$ cat src/rtl/bcs_pkg.sv
package bcs_pkg;
  typedef enum logic [2:0] {
    S_TI, S_T1, S_T2, S_T3, S_TW, S_T4, S_TH, S_HD
  } tstate_e;

  typedef enum logic [1:0] {
    K_READ  = 2'b00,
    K_WRITE = 2'b01,
    K_INTA  = 2'b10,
    K_RSV   = 2'b11
  } kind_e;
endpackage

$ cat src/rtl/bcs_seq.sv
module bcs_seq
  import bcs_pkg::*;
#(
  parameter int W = 16
) (
  input  logic         clk,
  input  logic         rst,
  input  logic         req_valid,
  input  logic [1:0]   req_kind,
  input  logic         req_io,
  input  logic [W-1:0] req_addr,
  input  logic [W-1:0] req_wdata,
  input  logic         ready,
  input  logic         hold,
  input  logic [W-1:0] ad_in,
  output tstate_e      st_d,
  output logic         ph_d,
  output kind_e        kind_d,
  output logic [W-1:0] pend_addr,
  output logic [W-1:0] cur_wdata,
  output logic         m_io,
  output logic         dt_r,
  output logic         req_accept,
  output logic [W-1:0] rd_data,
  output logic         rd_valid
);
  tstate_e      st_q;
  logic         ph_q;
  kind_e        cyc_kind_q, pend_kind_q, kind_in;
  logic [W-1:0] pend_wdata_q;
  logic         go_hold_q, go_cyc_q;
  logic         decide, take, enter_t1, last_wait;

  // decision point: end of first half of an idle state or of T4
  assign decide    = !ph_q && (st_q == S_TI || st_q == S_T4);
  assign take      = decide && !hold && req_valid;
  assign kind_in   = (req_kind == 2'b11) ? K_READ : kind_e'(req_kind);
  assign enter_t1  = (st_d == S_T1) && (st_q != S_T1);
  assign last_wait = ph_q && (st_q == S_T3 || st_q == S_TW) && ready;
  assign kind_d    = enter_t1 ? pend_kind_q : cyc_kind_q;

  always_comb begin
    st_d = st_q;
    ph_d = ~ph_q;
    if (ph_q) begin
      case (st_q)
        S_TI, S_T4: st_d = go_hold_q ? S_TH : (go_cyc_q ? S_T1 : S_TI);
        S_T1:       st_d = S_T2;
        S_T2:       st_d = S_T3;
        S_T3, S_TW: st_d = ready ? S_T4 : S_TW;
        S_TH:       st_d = S_HD;
        S_HD:       st_d = hold ? S_HD : S_TI;
        default:    st_d = S_TI;
      endcase
    end
  end

  always_ff @(posedge clk) begin
    if (rst) begin
      st_q         <= S_TI;
      ph_q         <= 1'b0;
      cyc_kind_q   <= K_READ;
      pend_kind_q  <= K_READ;
      pend_addr    <= '0;
      pend_wdata_q <= '0;
      cur_wdata    <= '0;
      go_hold_q    <= 1'b0;
      go_cyc_q     <= 1'b0;
      m_io         <= 1'b0;
      dt_r         <= 1'b0;
      req_accept   <= 1'b0;
      rd_data      <= '0;
      rd_valid     <= 1'b0;
    end else begin
      st_q       <= st_d;
      ph_q       <= ph_d;
      cyc_kind_q <= kind_d;
      req_accept <= take;
      if (decide) begin
        go_hold_q <= hold;
        go_cyc_q  <= take;
      end else if (ph_q) begin
        go_hold_q <= 1'b0;
        go_cyc_q  <= 1'b0;
      end
      if (take) begin
        pend_kind_q  <= kind_in;
        pend_addr    <= req_addr;
        pend_wdata_q <= req_wdata;
        m_io         <= !(req_io || kind_in == K_INTA);
        dt_r         <= (kind_in == K_WRITE);
      end
      if (enter_t1) cur_wdata <= pend_wdata_q;
      rd_valid <= last_wait && (cyc_kind_q != K_WRITE);
      if (last_wait && cyc_kind_q != K_WRITE) rd_data <= ad_in;
    end
  end

  assert_t1_to_t2_R1: assert property (@(posedge clk) disable iff (rst)
    (st_q == S_T1 && ph_q) |=> (st_q == S_T2));

  assert_wait_after_t3_R6: assert property (@(posedge clk) disable iff (rst)
    (st_q == S_TW && !ph_q) |-> ($past(st_q) == S_T3 || $past(st_q) == S_TW));

  assert_no_take_in_hold_R8: assert property (@(posedge clk) disable iff (rst)
    req_accept |-> !$past(hold));

  assert_release_R9: assert property (@(posedge clk) disable iff (rst)
    (st_q == S_HD && ph_q && !hold) |=> (st_q == S_TI));
endmodule

$ cat src/rtl/bcs_drive.sv
module bcs_drive
  import bcs_pkg::*;
#(
  parameter int W = 16
) (
  input  logic         clk,
  input  logic         rst,
  input  tstate_e      st_d,
  input  logic         ph_d,
  input  kind_e        kind_d,
  input  logic [W-1:0] pend_addr,
  input  logic [W-1:0] cur_wdata,
  output logic [W-1:0] ad_out,
  output logic         ad_oe,
  output logic         ale,
  output logic         wr_n,
  output logic         inta_n,
  output logic         den_n,
  output logic         hlda,
  output logic         ctl_oe
);
  logic strobe_st, data_st, t4_first, is_wr, is_ia, den_on, hl_on;

  assign strobe_st = (st_d == S_T2) || (st_d == S_T3) || (st_d == S_TW);
  assign data_st   = strobe_st || (st_d == S_T4);
  assign t4_first  = (st_d == S_T4) && !ph_d;
  assign is_wr     = (kind_d == K_WRITE);
  assign is_ia     = (kind_d == K_INTA);
  assign hl_on     = ((st_d == S_TH) && ph_d) || (st_d == S_HD);

  always_comb begin
    if (is_wr) den_on = strobe_st || t4_first;
    else       den_on = ((st_d == S_T2) && ph_d) || (st_d == S_T3)
                        || (st_d == S_TW) || t4_first;
  end

  always_ff @(posedge clk) begin
    if (rst) begin
      ad_out <= '0;
      ad_oe  <= 1'b0;
      ale    <= 1'b0;
      wr_n   <= 1'b1;
      inta_n <= 1'b1;
      den_n  <= 1'b1;
      hlda   <= 1'b0;
      ctl_oe <= 1'b1;
    end else begin
      ad_out <= (st_d == S_T1) ? pend_addr : cur_wdata;
      ad_oe  <= (st_d == S_T1) || (is_wr && data_st);
      ale    <= (st_d == S_T1);
      wr_n   <= !(is_wr && strobe_st);
      inta_n <= !(is_ia && strobe_st);
      den_n  <= !den_on;
      hlda   <= hl_on;
      ctl_oe <= !hl_on;
    end
  end

  assert_single_strobe_R4: assert property (@(posedge clk) disable iff (rst)
    !(!wr_n && !inta_n));

  assert_float_with_ack_R8: assert property (@(posedge clk) disable iff (rst)
    hlda |-> (!ad_oe && !ctl_oe && !ale));

  assert_ale_drives_addr_R1: assert property (@(posedge clk) disable iff (rst)
    ale |-> ad_oe);

  assert_write_inside_den_R5: assert property (@(posedge clk) disable iff (rst)
    !wr_n |-> !den_n);
endmodule

$ cat src/rtl/bus_cycle_seq.sv
module bus_cycle_seq
  import bcs_pkg::*;
#(
  parameter int W = 16
) (
  input  logic         clk,
  input  logic         rst,
  input  logic         req_valid,
  input  logic [1:0]   req_kind,
  input  logic         req_io,
  input  logic [W-1:0] req_addr,
  input  logic [W-1:0] req_wdata,
  input  logic         ready,
  input  logic         hold,
  input  logic [W-1:0] ad_in,
  output logic [W-1:0] ad_out,
  output logic         ad_oe,
  output logic         ale,
  output logic         wr_n,
  output logic         inta_n,
  output logic         den_n,
  output logic         dt_r,
  output logic         m_io,
  output logic         ctl_oe,
  output logic         hlda,
  output logic         req_accept,
  output logic [W-1:0] rd_data,
  output logic         rd_valid
);
  tstate_e      st_d;
  logic         ph_d;
  kind_e        kind_d;
  logic [W-1:0] pend_addr, cur_wdata;

  bcs_seq #(.W(W)) u_seq (
    .clk(clk), .rst(rst), .req_valid(req_valid), .req_kind(req_kind),
    .req_io(req_io), .req_addr(req_addr), .req_wdata(req_wdata),
    .ready(ready), .hold(hold), .ad_in(ad_in),
    .st_d(st_d), .ph_d(ph_d), .kind_d(kind_d),
    .pend_addr(pend_addr), .cur_wdata(cur_wdata),
    .m_io(m_io), .dt_r(dt_r), .req_accept(req_accept),
    .rd_data(rd_data), .rd_valid(rd_valid)
  );

  bcs_drive #(.W(W)) u_drive (
    .clk(clk), .rst(rst), .st_d(st_d), .ph_d(ph_d), .kind_d(kind_d),
    .pend_addr(pend_addr), .cur_wdata(cur_wdata),
    .ad_out(ad_out), .ad_oe(ad_oe), .ale(ale), .wr_n(wr_n),
    .inta_n(inta_n), .den_n(den_n), .hlda(hlda), .ctl_oe(ctl_oe)
  );
endmodule

$ cat config.mk
export PLATFORM = sky130hd
export DESIGN_NAME = bus_cycle_seq
export DESIGN_NICKNAME = d
export VERILOG_FILES = /design/src/rtl/bcs_pkg.sv /design/src/rtl/bcs_seq.sv /design/src/rtl/bcs_drive.sv /design/src/rtl/bus_cycle_seq.sv
export SDC_FILE = /design/constraint.sdc
export NUM_CORES = 1
export LEC_CHECK = 0
export BUFFER_PORTS_ARGS = -buffer_cell sky130_fd_sc_hd__buf_2
export CAP_MARGIN = 40
export CORE_ASPECT_RATIO = 1.75
export CORE_MARGIN = 2
export CORE_UTILIZATION = 38
export CTS_CLUSTER_SIZE = 40
export DETAILED_ROUTE_END_ITERATION = 16
export GPL_ROUTABILITY_DRIVEN = 0
export SLEW_MARGIN = 10
export SYNTH_ARGS = -nofsm -noshare
export SYNTH_HDL_FRONTEND = slang
export SYNTH_SLANG_ARGS = --single-unit
$ cat constraint.sdc
create_clock -name clk -period 1.95 [get_ports clk]
set_clock_uncertainty 0.05 [all_clocks]
set_input_delay 0.2925 -clock clk [delete_from_list [all_inputs] [get_ports clk]]
set_output_delay 0.2925 -clock clk [all_outputs]
set_load 0.01 [all_outputs]
==> summary.md <==
| Metric | Value |
|---|---|
| Starting Density | `between 30 and 40%` |
| Clk Latency, worst-skew pair | `between 0.3 and 0.4 ns` |
| DRC | `0` |
| Layout Cells excl Fill | `662` |
| Vias per Instance | `4.814` |
| Die W | `79.27 um` |
| Die Area | `between 10,000 and 15,000 um^2` |
| Final setup vio count | `19` |
| CTS sink count | `100` |
| Final Hold Violating Endpoints | `0` |
| Clock transition at path regs | `around 0.070 ns` |
| PnR worst setup slack | `-0.06824 ns` |
| Setup Total Neg Slack | `-0.6603 ns` |
| Outcome | `finished with violations` |
| CTS tree | `built` |
| Top-count cell post-synth | `dfxtp_1` |
| Antenna Violating Nets Remaining | `0` |
| Setup Slack @ Placement | `-0.2059 ns` |
| RSZ-0062 raised after global routing | `true` |
| Ports | `99` |
| Seq/Total Area, Yosys | `53.14%` |
| Asr flop ratio synth | `0%` |
| Vias in the first global route | `3,108` |
| DRT Wirelength | `~9 mm` |
| Top cells by count, synth | `dfxtp_1, nand2_1, nor2_1` |
| Syn_nets | `between 400 and 500` |
| Number of buffers created by CTS | `9` |
| Distinct cells, synth | `37` |
| Core area | `9729 um^2` |
| Cell taking the most area after synthesis | `dfxtp_1` |
| Violated checks | `negative setup slack` |
| Share of layout cells above drive strength 1 | `33.15%` |
| Tightest Pin Transition | `between 0.4 and 0.5 ns` |
| 1st-pass router iterations | `4` |
| Clock tree buffer depth | `2` |
| Minimum clock period | `2.018 ns` |
| Vias | `around 3,200` |
| Post-synth EDFFs | `0` |
| Tot GR Track Use | `16.77%` |
| N_diodes | `0` |
| Maximum vdd drop | `0.7219 mV` |
| Critical path launch point type | `flop` |
| Crit Path Max Fanout | `6` |
| Die Ht | `135.7 um` |
| Arrival time at the worst endpoint | `2.19 ns` |
| Lkg Pwr | `2.269 nW` |
| Dpl cells | `636` |
| Global-route wire length before repair | `14.16 mm` |
| Min-delay worst type | `in -> reg` |
| Peak Freq | `0.4955 GHz` |
| Post-DR wirelength/cell | `about 13 um` |
| Hold_ws | `0.1312 ns` |
| Antenna violations before repair | `0` |
| Register area | `2011 um^2` |
| Most used flip-flop cell after synthesis | `dfxtp_1` |
| Dominant cells by area after synthesis | `dfxtp_1, mux2i_1, nand2_1` |
| Multi-input gate area | `1693 um^2` |
| Final HPWL DP | `between 6 and 7 mm` |
| Largest net degree at the start of global routing | `41` |
| Mapped Area | `3767 um^2` |
| Worst path required time | `2.12 ns` |
| YS warnings | `0` |
| Fillcell total | `944` |
| Fin nets | `588` |
| Mean Syn Cell Area | `9.166 um^2` |
| Post-synthesis cell count | `411` |
| Number of H-tree levels | `3` |
| Slew Limit Fails | `0` |
| Crit end category | `flop` |
| Area Overhead vs Synth | `36.13%` |
| Headroom to the max-slew limit | `approximately 71%` |
| # rows | `48` |
| # port buffers | `98` |
| #FFs+latches synth | `100` |
| Top-area cell type share of the netlist area | `53.14%` |
| Final worst-path cycle share | `103.5%` |
| Total grt overflow | `0` |
| Crit Path Class | `reg -> reg` |
| Detailed router's first-iteration violation count | `between 90 and 100` |
| Root Driver | `clkbuf_16` |
| Power density cells | `about 870 nW/um^2` |
| Max-cap check violation count | `0` |
placed cells by master (no fill, tap or decap), drive strengths merged, types with 2 or more instances in the layout:
| cell type | n |
|---|---|
| nor3b | 3 |
| nand2b | 4 |
| nor2b | 6 |
| nor3 | 5 |
| mux2i | 52 |
| nand3 | 2 |
| dfxtp | 100 |
| inv | 4 |
| clkinv | 6 |
| o21ai | 5 |
| nand4b | 3 |
| buf | 138 |
| nand2 | 75 |
| a21oi | 41 |
| nor2 | 64 |
| a211o | 2 |
| clkbuf | 10 |
| and2b | 2 |
critical path: stages (launching register included):
cell,delay (ns)
dfxtp_4,0.37
and2b_1,0.20
o41a_4,0.44
a41oi_4,0.25
nor3b_4,0.11
buf_12,0.15
buf_12,0.13
mux2i_1,0.14
nor2_1,0.06
sequential cells by signal, summed over array words and instances, names as in the netlist, 2 cells and up:
name                flops
u_seq.rd_data          16
u_seq.pend_wdata_q     16
u_drive.ad_out         16
u_seq.cur_wdata        16
u_seq.cyc_kind_q        2
u_seq.st_q              3
u_seq.pend_addr        16
through the flow:
stage,total power [mW],area (um^2),utilization [%]
4_1_cts,4.521,5067,52.08
5_1_grt,4.661,5129,52.71
3_5_place_dp,2.665,4596,47.24
6_report,4.468,5129,52.71
3_3_place_gp,2.658,4596,47.24
2_1_floorplan,2.455,3771,-
cell type report:
type / count / area share (%)
clock buffer: 9 / 4.391
clock inverter: 7 / 1.464
inverter: 4 / 0.5367
multi-input combinational: 278 / 33.01
sequential: 100 / 39.20
tap: 125 / 3.050
timing repair buffer: 139 / 18.35
power by group:
group,internal (mW),leakage (nW),switching (mW),total [mW]
sequential,2.10,0.811,0.0339,2.13
combinational,0.296,1.31,0.279,0.575
clock,1.00,0.150,0.762,1.76
total,3.39,2.27,1.07,4.47
routing by layer:
metal  global-route usage [%]  part of all wire (%)  vias to the layer above
li1                         -                     -                     1600
met3                    3.933                   4.3                       15
met4                    8.238                   2.2                        0
met1                    17.55                    38                     1480
met5                        0                     0                        -
met2                    30.74                    55                       92
timing repair:
item                       in CTS  in global routing
setup endpoints to repair      41                 41
cloned                          2                  0
buffers inserted                8                  1
pin swaps                       7                  8
gates resized for setup        19                 18
hold buffers                    0                  0
worst paths after layout:
kind | depth (start not counted) | slack, ns | from | end
hold reg to reg | 2 | 0.40 | u_seq.pend_addr[15]$_SDFFE_PP0P_ | u_seq.pend_addr[15]$_SDFFE_PP0P_
hold / removal | 3 | 0.13 | ad_in[2] | u_seq.rd_data[2]$_SDFFE_PP0P_
setup reg to reg | 8 | -0.07 | u_seq.st_q[0]$_SDFF_PP0_ | u_drive.ad_out[10]$_SDFF_PP0_
setup / recovery | 8 | -0.07 | u_seq.st_q[0]$_SDFF_PP0_ | u_drive.ad_out[10]$_SDFF_PP0_
cell families (layout without fill, tap and decap cells):
kind of cell | Yosys count | after routing | share of synthesized area [%]
compound gates | 55 | 55 | 8.934
mux | 52 | 52 | 13.82
buf+inv | 33 | 159 | 4.417
flops | 100 | 100 | 53.14
simple gates | 171 | 171 | 19.69
(Power assumes the default switching activity.)
